$ cat config.mk
export PLATFORM = sky130hd
export DESIGN_NAME = trap_ctrl
export DESIGN_NICKNAME = d
export VERILOG_FILES = /design/src/rtl/trap_pkg.sv /design/src/rtl/trap_irq_pick.sv /design/src/rtl/trap_status_upd.sv /design/src/rtl/trap_target.sv /design/src/rtl/trap_ctrl.sv
export SDC_FILE = /design/constraint.sdc
export NUM_CORES = 1
export LEC_CHECK = 0
export ABC_AREA = 1
export ABC_CLOCK_PERIOD_IN_PS = 8100
export CORE_MARGIN = 5
export CORE_UTILIZATION = 47
export CTS_CLUSTER_DIAMETER = 30
export DETAILED_ROUTE_END_ITERATION = 6
export PLACE_DENSITY = 0.93
export SETUP_SLACK_MARGIN = 0.15
export SYNTH_ARGS = -nofsm -noshare
export SYNTH_HDL_FRONTEND = slang
export SYNTH_HIERARCHICAL = 1
export SYNTH_SLANG_ARGS = --single-unit
export TNS_END_PERCENT = 5
$ cat constraint.sdc
create_clock -name clk -period 8.1 [get_ports clk]
set_input_delay 1.62 -clock clk [delete_from_list [all_inputs] [get_ports clk]]
set_output_delay 1.62 -clock clk [all_outputs]
set_load 0.02 [all_outputs]
$ cat src/rtl/trap_pkg.sv
package trap_pkg;

    localparam logic [1:0] PRIV_U = 2'd0;
    localparam logic [1:0] PRIV_M = 2'd3;

    localparam int ST_GIE_BIT  = 3;
    localparam int ST_PGIE_BIT = 7;
    localparam int ST_PPL_LO   = 11;
    localparam int ST_PPL_HI   = 12;
    localparam int ST_MODP_BIT = 17;

    typedef enum logic [1:0] {
        ST_IDLE   = 2'd0,
        ST_ENTRY  = 2'd1,
        ST_RETURN = 2'd2
    } trap_state_e;

    typedef enum logic [1:0] {
        EV_NONE = 2'd0,
        EV_EXC  = 2'd1,
        EV_IRQ  = 2'd2,
        EV_RET  = 2'd3
    } trap_event_e;

endpackage

$ cat src/rtl/trap_irq_pick.sv
module trap_irq_pick #(
    parameter int XLEN = 32,
    localparam int CODE_W = $clog2(XLEN)
) (
    input  logic [XLEN-1:0]   pending,
    input  logic [XLEN-1:0]   enable,
    output logic              any,
    output logic [CODE_W-1:0] idx
);
    logic [XLEN-1:0] hit;
    logic [XLEN-1:0] first;
    logic [XLEN:0]   seen;

    assign hit     = pending & enable;
    assign seen[0] = 1'b0;

    // Prefix chain: a bit is the winner when no lower bit is set.
    for (genvar i = 0; i < XLEN; i++) begin : g_chain
        assign seen[i+1] = seen[i] | hit[i];
        assign first[i]  = hit[i] & ~seen[i];
    end

    always_comb begin
        idx = '0;
        for (int i = 0; i < XLEN; i++) begin
            if (first[i]) idx = idx | CODE_W'(i);
        end
    end

    assign any = seen[XLEN];
endmodule

$ cat src/rtl/trap_status_upd.sv
module trap_status_upd #(
    parameter int XLEN = 32
) (
    input  logic [1:0]      cur_priv,
    input  logic [XLEN-1:0] status_in,
    output logic [XLEN-1:0] entry_status,
    output logic [XLEN-1:0] ret_status,
    output logic [1:0]      ret_priv
);
    import trap_pkg::*;

    always_comb begin
        entry_status                       = status_in;
        entry_status[ST_PPL_HI:ST_PPL_LO]  = cur_priv;
        entry_status[ST_PGIE_BIT]          = status_in[ST_GIE_BIT];
        entry_status[ST_GIE_BIT]           = 1'b0;
    end

    always_comb begin
        ret_priv                         = status_in[ST_PPL_HI:ST_PPL_LO];
        ret_status                       = status_in;
        ret_status[ST_PPL_HI:ST_PPL_LO]  = PRIV_U;
        if (ret_priv != PRIV_M) ret_status[ST_MODP_BIT] = 1'b0;
        ret_status[ST_GIE_BIT]           = status_in[ST_PGIE_BIT];
        ret_status[ST_PGIE_BIT]          = 1'b0;
    end
endmodule

$ cat src/rtl/trap_target.sv
module trap_target #(
    parameter int XLEN = 32,
    localparam int CODE_W = $clog2(XLEN)
) (
    input  logic [XLEN-1:0]   vec_base,
    input  logic              is_irq,
    input  logic [CODE_W-1:0] code,
    output logic [XLEN-1:0]   target
);
    logic [XLEN-1:0] base;
    logic [XLEN-1:0] offset;

    assign base   = {vec_base[XLEN-1:1], 1'b0};
    assign offset = XLEN'(code) << 2;
    assign target = (vec_base[0] && is_irq) ? (base + offset) : base;
endmodule

$ cat src/rtl/trap_ctrl.sv
module trap_ctrl #(
    parameter int XLEN = 32,
    localparam int CODE_W = $clog2(XLEN)
) (
    input  logic              clk,
    input  logic              rst_n,
    input  logic [1:0]        cur_priv,
    input  logic [XLEN-1:0]   status_in,
    input  logic [XLEN-1:0]   irq_enable,
    input  logic [XLEN-1:0]   irq_pending,
    input  logic [XLEN-1:0]   vec_base,
    input  logic              exc_req,
    input  logic [CODE_W-1:0] exc_code,
    input  logic [XLEN-1:0]   trap_pc,
    input  logic              irq_chk,
    input  logic              ret_req,
    input  logic [XLEN-1:0]   ret_pc,
    input  logic              csr_wr_pending,
    output logic              out_valid,
    output logic              out_entry,
    output logic [1:0]        out_priv,
    output logic [XLEN-1:0]   out_status,
    output logic [XLEN-1:0]   out_cause,
    output logic [XLEN-1:0]   out_epc,
    output logic [XLEN-1:0]   out_target
);
    import trap_pkg::*;

    trap_state_e       state, state_nxt;
    trap_event_e       ev;
    logic              irq_any, irq_ok, is_irq, accept;
    logic [CODE_W-1:0] irq_idx, code;
    logic [XLEN-1:0]   cause_full, tgt;
    logic [XLEN-1:0]   entry_status, ret_status;
    logic [1:0]        ret_priv;

    trap_irq_pick #(.XLEN(XLEN)) u_pick (
        .pending (irq_pending),
        .enable  (irq_enable),
        .any     (irq_any),
        .idx     (irq_idx)
    );

    assign irq_ok = irq_any && (status_in[ST_GIE_BIT] || (cur_priv != PRIV_M));

    // Event decode; the caller presents one event at a time.
    always_comb begin
        if (ret_req)                  ev = EV_RET;
        else if (exc_req)             ev = csr_wr_pending ? EV_NONE : EV_EXC;
        else if (irq_chk && irq_ok)   ev = EV_IRQ;
        else                          ev = EV_NONE;
    end

    assign accept     = (state == ST_IDLE) && (ev != EV_NONE);
    assign is_irq     = (ev == EV_IRQ);
    assign code       = is_irq ? irq_idx : exc_code;
    assign cause_full = {is_irq, {(XLEN-1-CODE_W){1'b0}}, code};

    trap_status_upd #(.XLEN(XLEN)) u_status (
        .cur_priv     (cur_priv),
        .status_in    (status_in),
        .entry_status (entry_status),
        .ret_status   (ret_status),
        .ret_priv     (ret_priv)
    );

    trap_target #(.XLEN(XLEN)) u_target (
        .vec_base (vec_base),
        .is_irq   (is_irq),
        .code     (code),
        .target   (tgt)
    );

    // Next-state logic
    always_comb begin
        state_nxt = state;
        unique case (state)
            ST_IDLE: begin
                unique case (ev)
                    EV_EXC, EV_IRQ: state_nxt = ST_ENTRY;   // idle_to_entry
                    EV_RET:         state_nxt = ST_RETURN;  // idle_to_return
                    default:        state_nxt = ST_IDLE;
                endcase
            end
            ST_ENTRY, ST_RETURN: state_nxt = ST_IDLE;        // report_to_idle
            default:             state_nxt = ST_IDLE;
        endcase
    end

    // State register
    always_ff @(posedge clk) begin
        if (!rst_n) state <= ST_IDLE;
        else        state <= state_nxt;
    end

    // Result registers, written on the accepting edge
    always_ff @(posedge clk) begin
        if (!rst_n) begin
            out_priv   <= PRIV_M;
            out_status <= '0;
            out_cause  <= '0;
            out_epc    <= '0;
            out_target <= '0;
        end else if (accept) begin
            unique case (ev)
                EV_EXC, EV_IRQ: begin
                    out_priv   <= PRIV_M;
                    out_status <= entry_status;
                    out_cause  <= cause_full;
                    out_epc    <= trap_pc;
                    out_target <= tgt;
                end
                EV_RET: begin
                    out_priv   <= ret_priv;
                    out_status <= ret_status;
                    out_target <= ret_pc;
                end
                default: ;
            endcase
        end
    end

    assign out_valid = (state != ST_IDLE);
    assign out_entry = (state == ST_ENTRY);


    exc_take_chk: assert property (@(posedge clk) disable iff (!rst_n)
        (state == ST_IDLE && ev == EV_EXC) |=>
            (out_valid && out_entry && out_epc == $past(trap_pc) && out_priv == PRIV_M));


    entry_status_chk: assert property (@(posedge clk) disable iff (!rst_n)
        (state == ST_IDLE && (ev == EV_EXC || ev == EV_IRQ)) |=>
            (out_status[ST_PGIE_BIT] == $past(status_in[ST_GIE_BIT]) && !out_status[ST_GIE_BIT]));


    lowest_pick_chk: assert property (@(posedge clk) disable iff (!rst_n)
        irq_any |-> (irq_pending[irq_idx] && irq_enable[irq_idx] &&
                     (((irq_pending & irq_enable) & ((XLEN'(1) << irq_idx) - XLEN'(1))) == '0)));


    ret_target_chk: assert property (@(posedge clk) disable iff (!rst_n)
        (state == ST_IDLE && ev == EV_RET) |=> (!out_entry && out_valid && out_target == $past(ret_pc)));


    single_pulse_chk: assert property (@(posedge clk) disable iff (!rst_n)
        out_valid |=> !out_valid);


    holdoff_chk: assert property (@(posedge clk) disable iff (!rst_n)
        (state == ST_IDLE && exc_req && csr_wr_pending && !ret_req) |=> !out_valid);
endmodule

# After elaboration in Yosys (flattened, before gate mapping)
# Index checks and enable logic that the tools add are counted.
[op_classes]
n_addsub = 1
eq_ne = 9
n_mux = 68
bitwise = 94
n_reduce_logical = 12
[ops]
columns = ["cell", "count"]
rows = [
  ["32-bit two-way mux", 19],
  ["32-bit case mux with 2 select lines", 2],
  ["5-bit two-way mux", 17],
  ["32-bit by 7-bit adder with 32-bit output", 1],
  ["32-bit AND", 1],
  ["4-bit two-way mux", 8],
  ["1-bit AND", 31],
  ["1-bit NOT", 31],
  ["1-bit bitwise OR", 31],
  ["2-bit two-way mux", 13],
  ["3-bit two-way mux", 4],
  ["2-bit case mux with 2 select lines", 2],
  ["2-bit AND reduction", 3],
  ["2-bit by 1-bit == test with 1-bit output (second input constant)", 2],
  ["2-bit == test (second input constant)", 2],
  ["1-bit logical AND", 4],
  ["2-bit by 1-bit != test with 1-bit output (second input constant)", 2],
  ["2-bit != test (second input constant)", 2],
  ["2-bit nonzero test", 2],
  ["1-bit two-way mux", 3],
  ["3-bit by 1-bit != test with 1-bit output (second input constant)", 1],
  ["2-bit logical NOT", 1],
  ["2-bit OR reduction", 1],
  ["1-bit logical OR", 1],
]
[word_totals]
ff_bits = 132
out_inout_bits = 132
elab_cells = 190

# Depth between registers and ports, before layout
# Gate-level depths: netlist of the first run.
[logic_depth]
ltp_word = 49
depth_mapped = 36

# Modules after synthesis
# The synthesis of the first run kept the hierarchy.
[modules_own_cells]
columns = ["mod", "instances", "cells_per_inst", "area_per_inst_um2"]
rows = [
  ["trap_ctrl", 1, 877, 5397.7],
  ["trap_target", 1, 221, 1164.9],
  ["trap_irq_pick", 1, 140, 720.7],
  ["trap_status_upd", 1, 69, 505.5],
]

# Worst setup path after synthesis of the first run
# Ideal clock, no wire load.
[synth_path]
path_kind = "input port to flip-flop"
from = "input port irq_pending[1]"
to = "register out_target[14]"
setup_time_ns = 0.113
t_arrival_ns = 4.924
slack_ns = 3.063
cell_stages = 35
n_path_buf = 0
cell_sequence = "nand2_1 -> nand2_2 -> nor2_4 -> nand2_4 -> nor2_8 -> nand4_4 -> nor2_4 -> nand4_4 -> nor2_4 -> nand2_2 -> nor2_4 -> nand3_1 -> nand2_1 -> nor2_1 -> a21oi_1 -> inv_1 -> ha_1 -> nand2_1 -> nand2_1 -> ha_1 -> fa_1 -> nand2_1 -> nand2_1 -> nand3_2 -> nand2_4 -> nand2_4 -> nor2_8 -> nand2_1 -> nand2_1 -> nand2_1 -> inv_1 -> nand2_1 -> nand2_1 -> nor2_1 -> nor2_1"
[synth_via]
elab_chain_len = 49
elab_cells_between_ends = 150
classes_between = "add/sub: 1; eq/ne: 5; mux: 44; bitwise: 93; reduce/logical: 7"
[synth_lines]
columns = ["element", "line_no", "text"]
rows = [
  ["start, declared", "trap_ctrl.sv:10", "input logic [XLEN-1:0] irq_pending,"],
  ["32-bit AND", "trap_irq_pick.sv:14", "assign hit = pending & enable;"],
  ["1-bit bitwise OR (31 in series)", "trap_irq_pick.sv:19", "assign seen[i+1] = seen[i] | hit[i];"],
  ["named net irq_any", "trap_ctrl.sv:31", "logic irq_any, irq_ok, is_irq, accept;"],
  ["1-bit logical AND", "trap_ctrl.sv:44", "assign irq_ok = irq_any && (status_in[ST_GIE_BIT] || (cur_priv != PRIV_M));"],
  ["1-bit logical AND", "trap_ctrl.sv:50", "else if (irq_chk && irq_ok) ev = EV_IRQ;"],
  ["2-bit two-way mux", "trap_ctrl.sv:50", ""],
  ["2-bit two-way mux", "trap_ctrl.sv:49", "else if (exc_req) ev = csr_wr_pending ? EV_NONE : EV_EXC;"],
  ["2-bit two-way mux", "trap_ctrl.sv:48", "if (ret_req) ev = EV_RET;"],
  ["(+4 left out)", "--", ""],
  ["named net is_irq", "trap_ctrl.sv:31", ""],
  ["(+1 left out)", "--", ""],
  ["named net code[0]", "trap_ctrl.sv:32", "logic [CODE_W-1:0] irq_idx, code;"],
  ["32-bit by 7-bit adder with 32-bit output", "trap_target.sv:15", "assign target = (vec_base[0] && is_irq) ? (base + offset) : base;"],
  ["32-bit two-way mux", "trap_target.sv:15", ""],
  ["named net tgt[14]", "trap_ctrl.sv:33", "logic [XLEN-1:0] cause_full, tgt;"],
  ["32-bit case mux with 2 select lines", "trap_ctrl.sv:105", "unique case (ev)"],
  ["32-bit two-way mux", "trap_ctrl.sv:104", "end else if (accept) begin"],
  ["32-bit two-way mux", "trap_ctrl.sv:98", "if (!rst_n) begin"],
  ["32-bit two-way mux", "trap_ctrl.sv:104", ""],
  ["32-bit two-way mux", "trap_ctrl.sv:98", ""],
  ["end signal, assigned", "trap_ctrl.sv:111", "out_target <= tgt;"],
  ["end signal, assigned", "trap_ctrl.sv:116", "out_target <= ret_pc;"],
  ["end, declared", "trap_ctrl.sv:25", "output logic [XLEN-1:0] out_target"],
]
# The timed path passes the listed nets, and every way through them passes these cells. The select of a mux whose other input is x is not followed.
# A chain may end at the register's enable or synchronous reset.

# Final worst setup path of the first run
[layout_path]
from = "input port irq_pending[7]"
to = "register out_target[24]"
[layout_via]
elab_chain_len = 43
elab_cells_between_ends = 126
classes_between = "add/sub: 1; eq/ne: 5; mux: 38; bitwise: 75; reduce/logical: 7"
[layout_lines]
columns = ["element", "line_no"]
rows = [
  ["32-bit AND", "trap_irq_pick.sv:14"],
  ["1-bit bitwise OR (25 in series)", "trap_irq_pick.sv:19"],
  ["named net irq_any", "trap_ctrl.sv:31"],
  ["1-bit logical AND", "trap_ctrl.sv:44"],
  ["1-bit logical AND", "trap_ctrl.sv:50"],
  ["2-bit two-way mux", "trap_ctrl.sv:50"],
  ["2-bit two-way mux", "trap_ctrl.sv:49"],
  ["2-bit two-way mux", "trap_ctrl.sv:48"],
  ["(+4 left out)", "--"],
  ["named net is_irq", "trap_ctrl.sv:31"],
  ["(+1 left out)", "--"],
  ["named net code[0]", "trap_ctrl.sv:32"],
  ["32-bit by 7-bit adder with 32-bit output", "trap_target.sv:15"],
  ["32-bit two-way mux", "trap_target.sv:15"],
  ["named net tgt[24]", "trap_ctrl.sv:33"],
  ["32-bit case mux with 2 select lines", "trap_ctrl.sv:105"],
  ["32-bit two-way mux", "trap_ctrl.sv:104"],
  ["32-bit two-way mux", "trap_ctrl.sv:98"],
  ["32-bit two-way mux", "trap_ctrl.sv:104"],
  ["32-bit two-way mux", "trap_ctrl.sv:98"],
]
# The timed path passes the listed nets, and every way through them passes these cells. The select of a mux whose other input is x is not followed.

==> flow_summary.ini, run 1 <==
[outcome]
status = completed

[timing]
slew_headroom_pct = 20.9
setup_viol = 0
fmax_mhz = 178
rsz0062_at_grt = false
fin_skew_ns = 0.00901
post-route-period-util_pct = 69.3
slew_viol_final = 0
final-hold-violation-count = 0
setup-tns-final_ns = 0
layout_min_cycle_time_ns = 5.61
worstMarginPinSlew_ns = 1.19

[clock_network]
cts_resized = 0
cts.sinks = 106
clk_latency_ns = 0.36
hold_buffers = 0
clk_pin_slew_ns = 0.08
cts-root-buf = clkbuf_16
clk_path_buf_depth = 2
cts_buffers = 9
cts_tree = yes
htreeDepth = 3
post_cts.repair.setup_buffers = 0

[die]
fp.dieW_um = 139
initial_utilization_pct = 47.5
die_y_um = 139
ios = 337
die-area_sq_mm = 0.0192
placementRows = 47
coreArea_sq_mm = 0.0164

[place]
gp_congestion = 0.940
placed_cells = 1721
detailedPlacementHpwl_um = 18400
numPortBuffers = 310

[critical_path]
max_stage_delay_ns = 0.40
crit_fanout = 8
critPathRequiredTime_ns = 8.34
critPathLaunchType = input port
end_kind = register
cp_data_arrival_time_ns = 5.86
crit_slowest_cell = clkdlybuf4s50_1
cpMostUsedCell = nand2_1
path_class = in -> reg

[routing]
postRouteAntennaNets = 0
vias = 8377
wl_um = 24100
dr.pass1.iters = 5
viasPerCell = 4.82
drc = 0
wl_per_cell_um = 13.9
drtIter0Drc = 423

[pwr]
p_int_mw = 1.11
pwr-share-clk_pct = 25.7
switching_share_pct = 37.1
p_per_area_mw_per_mm2 = 166
max-vdd-ir-drop_mv = 0.113
p_leak_nw = 5.12
p_sw_mw = 0.654
pwr-share-seq_pct = 35.2
power_mw = 1.77
pwr-share-comb_pct = 39.1

[min_path]
hp-class = reg -> reg

[global_routing]
grt_pass1_vias = 7800
grt_use_total_pct = 23.8
overflow = 0
grt_max_degree = 96
grt_pass1_wl_um = 38200
antenna_found_initial = 0

[cells_and_area]
syn_to_final_growth_pct = 36.4
drive_gt1_share_pct = 4.75
n_fill_cell = 1439
fin_nets = 1727
final_cell_count_no_fill = 1737
n_antenna_cell = 0
postLayoutCoreUtil_pct = 64.8

[logic_synthesis]
ys_ff_latch = 106
synth_cell_types = 41
ys_seq_area_share_pct = 27.2
yosysMostFrequentCell = nand2_1
async_flop_share_pct = 0
ys_top_cells_by_count = nand2_1 (530), nor2_1 (172), inv_1 (127)
avgSynthCellArea_sq_um = 5.96
yosysTopAreaCellShare_pct = 27.2
synth_top_area_cell = dfxtp_1
netlist_area_sq_mm = 0.00779
synth_edf_count = 0
synth_top_cells_by_area = dfxtp_1 (27%), nand2_1 (26%), buf_4 (9.4%)
synth_cells = 1307
ys_warn_count = 6
synth-main-ff-cell = dfxtp_1

[run]
drv_cap = 0
[cell type report]
class / instances / area, sq um / area share (%)
multi-input combinational: 946 / 4290 / 40.3
timing repair buffer: 315 / 3140 / 29.5
clock inverter: 7 / 80.1 / 0.753
tap: 220 / 275 / 2.59
clock buffer: 9 / 225 / 2.12
sequential: 106 / 2120 / 20.0
inverter: 134 / 504 / 4.74
[logic make-up (layout without fill, tap and decap cells)]
kind of cell,after synthesis,count (layout),synth area share (%)
xor gates and xnor gates,15,15,1.69
adders and majority gates,10,10,1.70
other,3,31,0.145
DFF,106,106,27.2
AOI/OAI and AO/OA,62,62,4.32
buffers and inverters,283,465,19.2
and+or+nand+nor,828,828,45.7
[worst paths after layout]
path	slack (ns)	cells after the start	endpoint	startpoint
setup / recovery	2.49	36	out_target[24]$_SDFFE_PN0P_	irq_pending[7]
hold / removal	0.46	2	out_epc[30]$_SDFFE_PN0P_	out_epc[30]$_SDFFE_PN0P_
setup reg to reg	5.43	7	out_status[30]$_SDFFE_PN0P_	state[1]$_SDFF_PN0_
hold reg to reg	0.46	2	out_epc[30]$_SDFFE_PN0P_	out_epc[30]$_SDFFE_PN0P_
[critical path: cells and delay by family]
| family | cells | cell delay [ns] |
|---|---|---|
| simple gates | 29 | 2.71 |
| fa+ha+maj | 3 | 0.66 |
| compound gates | 1 | 0.24 |
| buf+inv | 3 | 0.66 |
[through the flow]
stage          setup WS, ns  instance area [sq um]  hold slack [ns]
2_1_floorplan          3.06                   7890            0.537
3_3_place_gp           2.33                  10300            0.447
3_5_place_dp           2.15                  10300            0.451
4_1_cts                2.53                  10600            0.464
5_1_grt                2.02                  10600            0.482
6_report               2.49                  10600            0.463
[flip-flops by register name, indices dropped and copies added, names as in the netlist]
register,flops
out_epc,32
out_target,32
out_cause,6
state,2
out_priv,2
out_status,32
[routing by layer]
metal | part of all wire, % | vias up | global-route usage (%)
met5 | 0 | - | 0
met4 | 3.1 | 0 | 8.86
met3 | 9.5 | 51 | 7.48
met2 | 48 | 339 | 40.6
met1 | 39 | 3725 | 28.0
li1 | - | 4262 | -
[power groups by stage]
| stage | clock [mW] | sequential [mW] | combinational [mW] |
|---|---|---|---|
| 3_3_place_gp | 0 | 0.630 | 0.678 |
| 5_1_grt | 0.486 | 0.629 | 0.758 |
| 3_5_place_dp | 0 | 0.633 | 0.688 |
| 2_1_floorplan | 0 | 0.710 | 0.342 |
| 4_1_cts | 0.467 | 0.622 | 0.692 |
| 6_report | 0.453 | 0.621 | 0.691 |
[cell usage in the layout (no fill, tap or decap), types with 2 or more instances in the layout]
master,n
buf_4,5
clkbuf_16,9
nand4_1,46
nor2_2,5
nand3_2,4
dfxtp_1,106
nor4_1,2
xor2_1,7
nor2_8,2
nor3b_1,2
nand2_4,3
xnor2_1,8
ha_1,8
nand2_1,530
clkinv_8,2
nand2_2,12
nand3_1,28
nor2_1,172
inv_1,126
a21oi_1,42
nor2_4,10
nand4_4,2
o21bai_1,5
nor3_1,3
a31oi_1,3
inv_8,2
nand3b_1,2
o21ai_0,5
inv_2,6
o21ai_1,4
nand4_2,2
conb_1,31
clkdlybuf4s50_1,309
No activity file was read; power rests on OpenSTA's default activity.
==> run 2, diff against run 1 <==
--- a/config.mk
+++ b/config.mk
@@ -6,12 +6,12 @@
 export NUM_CORES = 1
 export LEC_CHECK = 0
 export ABC_AREA = 1
-export ABC_CLOCK_PERIOD_IN_PS = 8100
+export ABC_CLOCK_PERIOD_IN_PS = 4800
 export CORE_MARGIN = 5
-export CORE_UTILIZATION = 47
+export CORE_UTILIZATION = 39
 export CTS_CLUSTER_DIAMETER = 30
 export DETAILED_ROUTE_END_ITERATION = 6
-export PLACE_DENSITY = 0.93
+export PLACE_DENSITY = 0.83
 export SETUP_SLACK_MARGIN = 0.15
 export SYNTH_ARGS = -nofsm -noshare
 export SYNTH_HDL_FRONTEND = slang
==> constraint.sdc (replaced) <==
create_clock -name clk -period 4.8 [get_ports clk]
set_input_delay 0.96 -clock clk [delete_from_list [all_inputs] [get_ports clk]]
set_output_delay 0.96 -clock clk [all_outputs]
set_load 0.02 [all_outputs]
==> run 2 against run 1 <==
Global-route usage shrank 2.6 points. Highest routed layer is now met5. Clock power grew 77%. Critical path type unchanged. Sequential power grew 69%. Count of clock-buffer cells in the layout is the same. Critical endpoint is now out_target[29]$_SDFFE_PN0P_. Design area grew 7.0%. Sequential cell count is the same. First-iteration DRC count grew 2.1%. Setup slack lost 2.1 ns. Die area grew 19%.
==> flow_summary.ini, run 2 (same netlist as run 1, synthesis figures left out) <==
[outcome]
status = completed

[place]
placed_cells = 1801
numPortBuffers = 310
placed_cell_area_sq_mm = 0.0107
detailedPlacementHpwl_um = 19500
gp_congestion = 0.925
post-place-ws_ns = -0.265

[cells_and_area]
layout_commonest_cell = nand2_1
postLayoutCoreUtil_pct = 58.1
syn_to_final_growth_pct = 46.1
n_antenna_cell = 0
final-seq-area_sq_mm = 0.00212
drive_gt1_share_pct = 10.0
stdcell_area_sq_mm = 0.0114
layout_common_cells = nand2_1 (505), clkdlybuf4s50_1 (281), nor2_1 (172)
n_fill_cell = 1844
largestRegisters = out_epc: 32 flops, out_status: 32 flops, out_target: 32 flops
fin_nets = 1778
final_cell_count_no_fill = 1833
multi_input_area_sq_mm = 0.00446

[die]
initial_utilization_pct = 39.8
fp.dieW_um = 151
placementRows = 51
die_y_um = 151
die-area_sq_mm = 0.0229
ios = 337
coreArea_sq_mm = 0.0196

[pwr]
power_mw = 3.09
max-vdd-ir-drop_mv = 0.258
p_leak_nw = 5.66
p_per_area_mw_per_mm2 = 272

[critical_path]
crit_fanout = 8
max_stage_delay_ns = 0.42
path_class = in -> reg
cp_data_arrival_time_ns = 4.71
crit_slowest_cell = clkdlybuf4s50_1
cpMostUsedCell = nand2_1
end_kind = register
critPathRequiredTime_ns = 5.05
critPathLaunchType = input port

[routing]
dr.pass1.iters = 5
drtIter0Drc = 432
viasPerCell = 4.66
drc = 0
wl_um = 25800
wl_per_cell_um = 14.1
vias = 8538
postRouteAntennaNets = 0

[timing]
slew_headroom_pct = 49.1
fmax_mhz = 224
post-route-period-util_pct = 93.0
slew_viol_final = 0
rsz0062_at_grt = false
setup_viol = 0
setup-tns-final_ns = 0
hold_slack_ns = 0.461
final-hold-violation-count = 0
fin_skew_ns = 0.00534
worstMarginPinSlew_ns = 0.764
fin_ws_ns = 0.338
layout_min_cycle_time_ns = 4.46

[global_routing]
antenna_found_initial = 1
grt_pass1_wl_um = 38700
grt_use_total_pct = 21.1
overflow = 0
grt_pass1_vias = 8028
grt_max_degree = 68

[min_path]
hp-class = reg -> reg

[clock_network]
clk_pin_slew_ns = 0.08
cts_buffers = 9
clk_latency_ns = 0.35
cts-root-buf = clkbuf_16
cts.sinks = 106
hold_buffers = 0
cts_tree = yes
clk_path_buf_depth = 2
htreeDepth = 3

[run]
drv_cap = 0
==> run 2: cell count changes in the layout (fill, tap and decap cells not counted), moves of 3 or more <==
cell / previous run / this run
inv_6: 1 / 4
dlymetal6s2s_1: 0 / 28
nand2_1: 530 / 505
clkdlybuf4s50_1: 309 / 281
nand2_4: 3 / 8
ha_4: 0 / 4
ha_1: 8 / 4
nand2_2: 12 / 32
buf_4: 5 / 51
buf_12: 0 / 3
==> run 2: critical path: cells and delay by family <==
| kind | cells | cell delay, ns |
|---|---|---|
| fa+ha+maj | 2 | 0.54 |
| compound gates | 1 | 0.16 |
| buf+inv | 3 | 0.54 |
| simple gates | 26 | 2.49 |
==> run 2: worst paths after layout <==
| path | end | slack, ns | cells after the start | startpoint |
|---|---|---|---|---|
| setup reg to reg | out_cause[1]$_SDFFE_PN0P_ | 2.87 | 6 | state[1]$_SDFF_PN0_ |
| setup / recovery | out_target[29]$_SDFFE_PN0P_ | 0.34 | 32 | irq_pending[18] |
| hold / removal | out_epc[25]$_SDFFE_PN0P_ | 0.46 | 2 | out_epc[25]$_SDFFE_PN0P_ |
| hold reg to reg | out_epc[25]$_SDFFE_PN0P_ | 0.46 | 2 | out_epc[25]$_SDFFE_PN0P_ |
==> run 2: what timing repair did <==
item / CTS / global route
gates resized for setup: 1 / 75
buffers inserted: 0 / 16
pin swaps: 0 / 44
setup endpoints to repair: 5 / 29
hold endpoints to repair: 0 / 0
==> run 2: metal layers <==
layer  up-vias  share of wire, %  global-route usage [%]
met5         -             0.077                       0
met4         2               3.0                    7.98
met3        52                11                    7.69
met2       369                49                    36.3
met1      3741                37                    23.9
li1       4374                 -                       -
==> run 2: power breakdown <==
group	leakage (nW)	internal [mW]	switching, mW
Sequential	0.877	0.991	0.0558
Clock	0.156	0.421	0.379
Combinational	4.63	0.559	0.684
==> run 2: final cells by class <==
cell class | instances | area share [%]
Tap cell | 265 | 2.91
Clock inverter | 7 | 0.814
Inverter | 134 | 4.45
Multi-Input combinational cell | 946 | 39.2
Clock buffer | 9 | 1.98
Sequential cell | 106 | 18.7
Timing Repair Buffer | 366 | 31.9
